## src/rtl/tktlock_pkg.sv

```systemverilog
package tktlock_pkg;
    localparam int DATA_W = 32;
    localparam int OFF_W  = 8;

    localparam logic [OFF_W-1:0] OFF_TICKET = 8'h08;
    localparam logic [OFF_W-1:0] OFF_LOCK   = 8'h0C;

    typedef struct packed {
        logic              valid;
        logic              wr;
        logic [OFF_W-1:0]  offs;
        logic [DATA_W-1:0] data;
    } access_t;

    function automatic logic [DATA_W-1:0] lock_next(input logic [DATA_W-1:0] cur,
                                                    input logic [DATA_W-1:0] wv);
        if (wv == '0)       return '0;
        else if (cur == '0) return wv;
        else                return cur;
    endfunction
endpackage

```

## src/rtl/tktlock_arb.sv

```systemverilog
module tktlock_arb #(
    parameter int N_REQ = 3
) (
    input  logic             en,
    input  logic [N_REQ-1:0] req,
    output logic [N_REQ-1:0] gnt
);
    logic [N_REQ-1:0] blocked;

    for (genvar i = 0; i < N_REQ; i++) begin : g_pri
        if (i == 0) begin : g_first
            assign blocked[i] = 1'b0;
        end else begin : g_rest
            assign blocked[i] = blocked[i-1] | req[i-1];
        end
    end

    assign gnt = req & ~blocked & {N_REQ{en}};
endmodule

```

## src/rtl/tktlock_ticket.sv

```systemverilog
module tktlock_ticket #(
    parameter int TICKET_W = 32
) (
    input  logic                clk,
    input  logic                rst,
    input  logic                advance,
    output logic [TICKET_W-1:0] ticket
);
    localparam logic [TICKET_W-1:0] ONE = {{(TICKET_W-1){1'b0}}, 1'b1};

    always_ff @(posedge clk) begin
        if (rst)
            ticket <= ONE;
        else if (advance)
            ticket <= (ticket == '1) ? ONE : ticket + ONE;
    end
endmodule

```

## src/rtl/tktlock_sem.sv

```systemverilog
module tktlock_sem
    import tktlock_pkg::*;
(
    input  logic              clk,
    input  logic              rst,
    input  logic              wr_en,
    input  logic [DATA_W-1:0] wv,
    output logic [DATA_W-1:0] value
);
    always_ff @(posedge clk) begin
        if (rst)
            value <= '0;
        else if (wr_en)
            value <= lock_next(value, wv);
    end
endmodule

```

## src/rtl/tktlock_top.sv

```systemverilog
module tktlock_top
    import tktlock_pkg::*;
#(
    parameter int N_REQ    = 3,
    parameter int TICKET_W = 32
) (
    input  logic                    clk,
    input  logic                    rst,
    input  logic [N_REQ-1:0]        req,
    input  logic [N_REQ-1:0]        wr,
    input  logic [N_REQ*OFF_W-1:0]  offs,
    input  logic [N_REQ*DATA_W-1:0] wdata,
    output logic [N_REQ-1:0]        gnt,
    output logic [N_REQ-1:0]        rvalid,
    output logic [DATA_W-1:0]       rdata
);
    access_t             acc;
    logic [TICKET_W-1:0] ticket_cur;
    logic [DATA_W-1:0]   lock_cur;
    logic                tick_rd;
    logic                lock_wr;
    logic [DATA_W-1:0]   rd_mux;

    tktlock_arb #(.N_REQ(N_REQ)) u_arb (
        .en  (!rst),
        .req (req),
        .gnt (gnt)
    );

    always_comb begin
        acc = '0;
        for (int i = 0; i < N_REQ; i++) begin
            if (gnt[i]) begin
                acc.valid = 1'b1;
                acc.wr    = wr[i];
                acc.offs  = offs[i*OFF_W +: OFF_W];
                acc.data  = wdata[i*DATA_W +: DATA_W];
            end
        end
    end

    assign tick_rd = acc.valid && !acc.wr && (acc.offs == OFF_TICKET);
    assign lock_wr = acc.valid &&  acc.wr && (acc.offs == OFF_LOCK);

    tktlock_ticket #(.TICKET_W(TICKET_W)) u_ticket (
        .clk     (clk),
        .rst     (rst),
        .advance (tick_rd),
        .ticket  (ticket_cur)
    );

    tktlock_sem u_sem (
        .clk   (clk),
        .rst   (rst),
        .wr_en (lock_wr),
        .wv    (acc.data),
        .value (lock_cur)
    );

    always_comb begin
        case (acc.offs)
            OFF_TICKET: rd_mux = DATA_W'(ticket_cur);
            OFF_LOCK:   rd_mux = lock_cur;
            default:    rd_mux = '0;
        endcase
    end

    always_ff @(posedge clk) begin
        if (rst) begin
            rvalid <= '0;
            rdata  <= '0;
        end else begin
            rvalid <= gnt & ~wr;
            if (acc.valid && !acc.wr)
                rdata <= rd_mux;
        end
    end
endmodule

```

## config.mk

```make
export PLATFORM = sky130hd
export DESIGN_NAME = tktlock_top
export DESIGN_NICKNAME = d
export VERILOG_FILES = /design/src/rtl/tktlock_pkg.sv /design/src/rtl/tktlock_arb.sv /design/src/rtl/tktlock_ticket.sv /design/src/rtl/tktlock_sem.sv /design/src/rtl/tktlock_top.sv
export SDC_FILE = /design/constraint.sdc
export NUM_CORES = 1
export LEC_CHECK = 0
export BUFFER_PORTS_ARGS = -buffer_cell sky130_fd_sc_hd__buf_2
export CAP_MARGIN = 5
export CORE_MARGIN = 2
export CORE_UTILIZATION = 40
export DETAILED_ROUTE_END_ITERATION = 8
export REMOVE_ABC_BUFFERS = 1
export SLEW_MARGIN = 20
export SYNTH_ARGS = -nofsm -noshare
export SYNTH_HDL_FRONTEND = slang
export SYNTH_SLANG_ARGS = --single-unit
export TNS_END_PERCENT = 5
```

## constraint.sdc

```tcl
create_clock -name clk -period 7.6 [get_ports clk]
set_input_delay 1.52 -clock clk [delete_from_list [all_inputs] [get_ports clk]]
set_output_delay 1.52 -clock clk [all_outputs]
set_load 0.02 [all_outputs]
```

==> Word level (Yosys, flattened, before mapping) <==
Index checks and enable logic that the tools add are counted.
{ "totals": {"output_inout_bits": 38, "reg_bits": 99, "in_bits": 128, "elab_cells": 31} }
{ "op_classes": {"eq_ne": 3, "reduce_logical": 10, "n_addsub": 1, "mux": 7, "bitwise": 6} }
{ "op_table": {"columns": ["op", "n"], "rows": [
  ["$mux W42", 3],
  ["$mux W32", 3],
  ["$logic_not A32 Y1", 2],
  ["$pmux W32 S2", 1],
  ["$add A32 B1 Y32 const B", 1],
  ["$eq A32 B32 Y1 const B", 1],
  ["$eq A8 B4 Y1 const B", 2],
  ["$and A3 B3 Y3", 3],
  ["$not A3 Y3", 2],
  ["$logic_and A1 B1 Y1", 4],
  ["$logic_not A1 Y1", 2],
  ["$reduce_and A2 Y1", 1],
  ["$reduce_bool A2 Y1", 1],
  ["$or A1 B1 Y1", 1]
]} }

==> Logic depth before layout (Yosys ltp) <==
{ "logic_depth": {"word_depth": 10, "mapped_depth": 13, "mapped_depth_nobuf": 8} }

==> Modules after synthesis <==
From an unflattened synthesis, not the netlist that was laid out.
{ "hier_totals": {"hier_cells": 636, "area_unflattened_um2": 5665.4} }
{ "modules_own_cells": {"columns": ["mod", "area_each_um2", "cells_each", "instances", "seq_area_each_um2"], "rows": [
  ["tktlock_top", 2548.7, 290, 1, 700.7],
  ["tktlock_ticket", 1582.8, 176, 1, 640.6],
  ["tktlock_sem", 1505.2, 167, 1, 640.6],
  ["tktlock_arb", 28.8, 3, 1, 0.0]
]} }

==> Worst setup path before layout <==
OpenSTA, ideal clock, no wires.
{ "synth_path": {"kind": "input -> register", "start": "input rst", "end": "register u_sem.value[27]", "stages": 9, "path_buffers": 2, "setup_time_ns": 0.120, "t_arrival_ns": 4.114, "path_slack_ns": 3.366, "t_required_ns": 7.480, "cell_sequence": "buf_6 nor3b_2 nand3_1 a311o_1 or3_1 or4_1 buf_2 and3_1 a211o_1"} }
{ "synth_between": {"word_cells_on_any_way": 13, "cone_classes": "eq/ne: 1; mux: 5; bitwise: 1; reduce/logical: 6"} }
{ "synth_lines": {"columns": ["element", "line", "rtl"], "rows": [
  ["start, declared", "tktlock_top.sv:8", "input logic rst,"],
  ["$logic_not A1 Y1 (*)", "tktlock_top.sv:25", ".en (!rst),"],
  ["$and A3 B3 Y3 (*)", "tktlock_arb.sv:18", "assign gnt = req & ~blocked & {N_REQ{en}};"],
  ["named net gnt[1]", "tktlock_top.sv:13", "output logic [N_REQ-1:0] gnt,"],
  ["$mux W42 (*) (2 in series)", "tktlock_top.sv:33", "if (gnt[i]) begin"],
  ["$logic_not A32 Y1, or another cell as far along", "tktlock_pkg.sv:17", "if (wv == '0) return '0;"],
  ["$reduce_bool A2 Y1 (no source line) or $logic_and A1 B1 Y1 (tied branches)", null, null],
  ["$reduce_and A2 Y1 (no source line)", null, null],
  ["end signal, assigned", "tktlock_sem.sv:14", "value <= lock_next(value, wv);"],
  ["end, declared", "tktlock_sem.sv:8", "output logic [DATA_W-1:0] value"]
]} }
The timed path passes the listed nets; every way through them passes the cells marked *. The select of a mux whose other input is x is not followed.
A chain may end at the register's enable or synchronous reset.

==> Worst setup path in the final report <==
{ "layout_path": {"start": "input rst", "end": "register u_sem.value[7]"} }
{ "layout_between": {"elab_chain_cells": 8, "word_cells_on_any_way": 13, "cone_classes": "eq/ne: 1; mux: 5; bitwise: 1; reduce/logical: 6"} }
{ "layout_rtl": {"columns": ["element", "line"], "rows": [
  ["$logic_not A1 Y1", "tktlock_top.sv:25"],
  ["$and A3 B3 Y3", "tktlock_arb.sv:18"],
  ["$mux W42 (3 in series)", "tktlock_top.sv:33"],
  ["$logic_not A32 Y1, or another cell as far along", "tktlock_pkg.sv:17"],
  ["$reduce_bool A2 Y1 (no source line) or $logic_and A1 B1 Y1 (tied branches)", null],
  ["$reduce_and A2 Y1 (no source line)", null]
]} }
Several ways; a longest one is shown, not always the timed one. The select of a mux whose other input is x is not followed.

==> impl_metrics.env <==
export IMPL_synth_flop_cell="dfxtp_1"
export IMPL_slew_violations=0
export IMPL_cts_num_sinks=99
export IMPL_r2r_end="u_sem.value[7]$_SDFFE_PP0P_"
export IMPL_grt_use_total_pct=24.9
export IMPL_finalHoldViolations=0
export IMPL_endpoint_kind="flip-flop"
export IMPL_fin_setup_tns_ns=0
export IMPL_min_path_cells=2
export IMPL_worst_r2r_cell_count=7
export IMPL_rrSetupSlack_ns=4.59
export IMPL_ir_drop_uv=115
export IMPL_p_clk_share_pct=40.6
export IMPL_place_ws_ns=2.01
export IMPL_syn_area_um2=5460
export IMPL_via_count=5770
export IMPL_grt_max_degree=53
export IMPL_outcome="complete, no violations"
export IMPL_route_detailed_wl_per_inst_um=18.1
export IMPL_avgSynthCellArea_um2=7.85
export IMPL_fp_row_count=42
export IMPL_start_util_pct=41.0
export IMPL_drtAntennaViolNets=0
export IMPL_async_flop_share_pct=0
export IMPL_area_growth_pct=21.7
export IMPL_worstReg2RegStart="u_sem.value[10]$_SDFFE_PP0P_"
export IMPL_powerDensity_nw_per_um2=174
export IMPL_antenna_cells_inserted=0
export IMPL_drive_gt1_share_pct=23.6
export IMPL_htree_levels=3
export IMPL_cap_violations=0
export IMPL_gp_congestion=0.888
export IMPL_p_int_mw=0.858
export IMPL_crit_fanout=52
export IMPL_drc=0
export IMPL_start_kind="input pin"
export IMPL_postCtsSetupBuffers=0
export IMPL_ff_latch_area_um2=1980
export IMPL_clk_latency_ns=0.35
export IMPL_hold_start="rdata[23]$_SDFFE_PP0P_"
export IMPL_synthCells=695
export IMPL_ys_ff_latch=99
export IMPL_dpl_hpwl_um=14100
export IMPL_setup_viol=0
export IMPL_layout_common_cells="buf_2 (165), dfxtp_1 (99), nand2_1 (81)"
export IMPL_seqPwrFrac_pct=45.7
export IMPL_ys_types=56
export IMPL_io_buffers=165
export IMPL_p_sw_mw=0.296
export IMPL_pwr_share_comb_pct=13.7
export IMPL_core_area_um2=13300
export IMPL_min_path_type="reg2reg"
export IMPL_tightest_slew_ns=1.04
export IMPL_final_common_cell="buf_2"
export IMPL_yosysWarnings=0
export IMPL_multi_input_area_um2=3120
export IMPL_cts_resized=0
export IMPL_antenna_found_initial=0
export IMPL_cts_made_buffers=9
export IMPL_worstPathRequired_ns=7.78
export IMPL_dr_pass1_iters=5
export IMPL_fp_dieW_um=121
export IMPL_die_y_um=121
export IMPL_fin_skew_ns=0.00533
export IMPL_ctsRootBufferMaster="clkbuf_16"
export IMPL_drt_initial_drc_count=524
export IMPL_wirelength_um=18200
export IMPL_post_route_min_period_ns=5.22
export IMPL_grt_pass1_vias=5378
export IMPL_hold_buffers=0
export IMPL_arrival_ns=5.41
export IMPL_hold_slack_ns=0.446
export IMPL_fin_crit_sh_pct=68.7
export IMPL_stdcell_area_um2=6640
export IMPL_io_pins=166
export IMPL_fin_nets=953
export IMPL_fin_ws_ns=2.38
export IMPL_fill_cells=1358
export IMPL_cts_reportedPaths_clkPinSlew_ns=0.07
export IMPL_clock_fmax_mhz=192
export IMPL_p_leak_nw=2.58
export IMPL_synth_edff_count=0
export IMPL_whs_endpoint="rdata[23]$_SDFFE_PP0P_"
export IMPL_die_area_um2=14600
export IMPL_cts_tree="yes"
export IMPL_seq_area_frac_synth_pct=36.3
export IMPL_cts_buffer_depth=2
export IMPL_globalRouteOverflowTotal=0
export IMPL_path_class="in2reg"
export IMPL_rsz0062_at_grt="no"
export IMPL_maxSlewHeadroom_pct=30.4
export IMPL_vias_per_cell=5.74
export IMPL_grt_first_pass_wirelength_um=28600
export IMPL_placed_cell_area_um2=6330
export IMPL_sw_frac_of_total_pct=25.6
## synthesized netlist by cell type, types with 2 or more instances
cell type | instances | share of area [%]
a2111o_1 | 2 | 0.41
a2111oi_0 | 5 | 0.80
a211o_1 | 2 | 0.32
a21oi_1 | 41 | 3.8
a221o_1 | 2 | 0.37
a221oi_1 | 8 | 1.3
a22o_1 | 2 | 0.32
a22oi_1 | 34 | 4.7
a2bb2oi_1 | 2 | 0.32
a311oi_1 | 39 | 6.3
and2_1 | 4 | 0.46
and3_1 | 9 | 1.0
and3b_1 | 2 | 0.32
and4_1 | 4 | 0.64
buf_1 | 6 | 0.41
buf_2 | 14 | 1.3
clkbuf_1 | 32 | 2.2
dfxtp_1 | 99 | 36
inv_1 | 32 | 2.2
nand2_1 | 81 | 5.6
nand2b_1 | 16 | 1.8
nand3_1 | 32 | 2.9
nand3b_1 | 7 | 0.96
nand4_1 | 17 | 1.9
nor2_1 | 40 | 2.8
nor2b_1 | 28 | 3.2
nor3_1 | 8 | 0.73
nor4_1 | 19 | 2.2
o21ai_0 | 25 | 2.3
o22ai_1 | 24 | 2.8
or3_1 | 3 | 0.34
or4_1 | 4 | 0.55
xnor2_1 | 7 | 1.1
xor2_1 | 23 | 3.7
## sequential cells by signal, indices dropped and copies added (netlist names)
name             flops
rdata               32
u_sem.value         32
u_ticket.ticket     32
rvalid               3
## power by group through the flow
| stage | registers (mW) | logic [mW] | clock network, mW |
|---|---|---|---|
| 4_1_cts | 0.527 | 0.158 | 0.476 |
| 5_1_grt | 0.527 | 0.174 | 0.498 |
| 2_1_floorplan | 0.537 | 0.0752 | 0 |
| 3_5_place_dp | 0.539 | 0.157 | 0 |
| 3_3_place_gp | 0.539 | 0.156 | 0 |
| 6_report | 0.527 | 0.158 | 0.468 |
## per-layer routing
metal | vias to the layer above | track usage, % | wire, µm
li1 | 2825 | - | -
met1 | 2702 | 35.5 | 8640
met2 | 214 | 38.9 | 8190
met3 | 29 | 2.78 | 866
met4 | 0 | 8.58 | 465
met5 | - | 0 | 0
## area by class of cell
class	count	share of cell area, %
clock buffer	13	3.92
clock inverter	3	0.660
inverter	34	2.00
multi-input combinational	508	47.0
sequential	99	29.8
tap	176	3.32
timing repair buffer	172	13.2
## how the worst max path moves through the flow
| stage | startpoint | end | slack, ns | cells past startpoint |
|---|---|---|---|---|
| final | rst | u_sem.value[7]$_SDFFE_PP0P_ | 2.38 | 9 |
| after global routing | rst | u_sem.value[13]$_SDFFE_PP0P_ | 1.97 | 9 |
| after CTS | req[1] | u_sem.value[7]$_SDFFE_PP0P_ | 2.38 | 8 |
| after detailed placement | req[1] | u_sem.value[7]$_SDFFE_PP0P_ | 2.01 | 8 |
| after global placement | req[1] | u_sem.value[27]$_SDFFE_PP0P_ | 2.17 | 8 |
| after floorplan | req[0] | rdata[0]$_SDFFE_PP0P_ | 2.48 | 6 |
## critical path: stages
cell,delay (ns)
buf_2,0.62
buf_4,0.50
nor3b_2,0.18
a22o_1,0.26
a311oi_1,0.43
a41oi_1,0.49
o211a_1,0.39
a21oi_2,0.80
o22ai_1,0.18
## logic make-up (layout without fill, tap and decap cells)
logic type | Yosys count | after routing | share of synthesized area (%)
flip-flops | 99 | 99 | 36.3
adder cells (fa/ha/maj) | 1 | 1 | 0.229
AO/OA/AOI/OAI | 197 | 197 | 25.3
buffers and inverters | 88 | 222 | 6.67
AND/OR/NAND/NOR | 279 | 279 | 26.5
XOR/XNOR | 30 | 30 | 4.82
multiplexers | 1 | 1 | 0.183
## per-stage QoR
stage,power (mW),util [%],std cells
6_report,1.15,49.9,1005
5_1_grt,1.20,49.9,1005
4_1_cts,1.16,49.9,1005
3_5_place_dp,0.696,47.6,989
3_3_place_gp,0.695,47.6,989
2_1_floorplan,0.612,-,641
No activity file was read; power rests on OpenSTA's default activity.
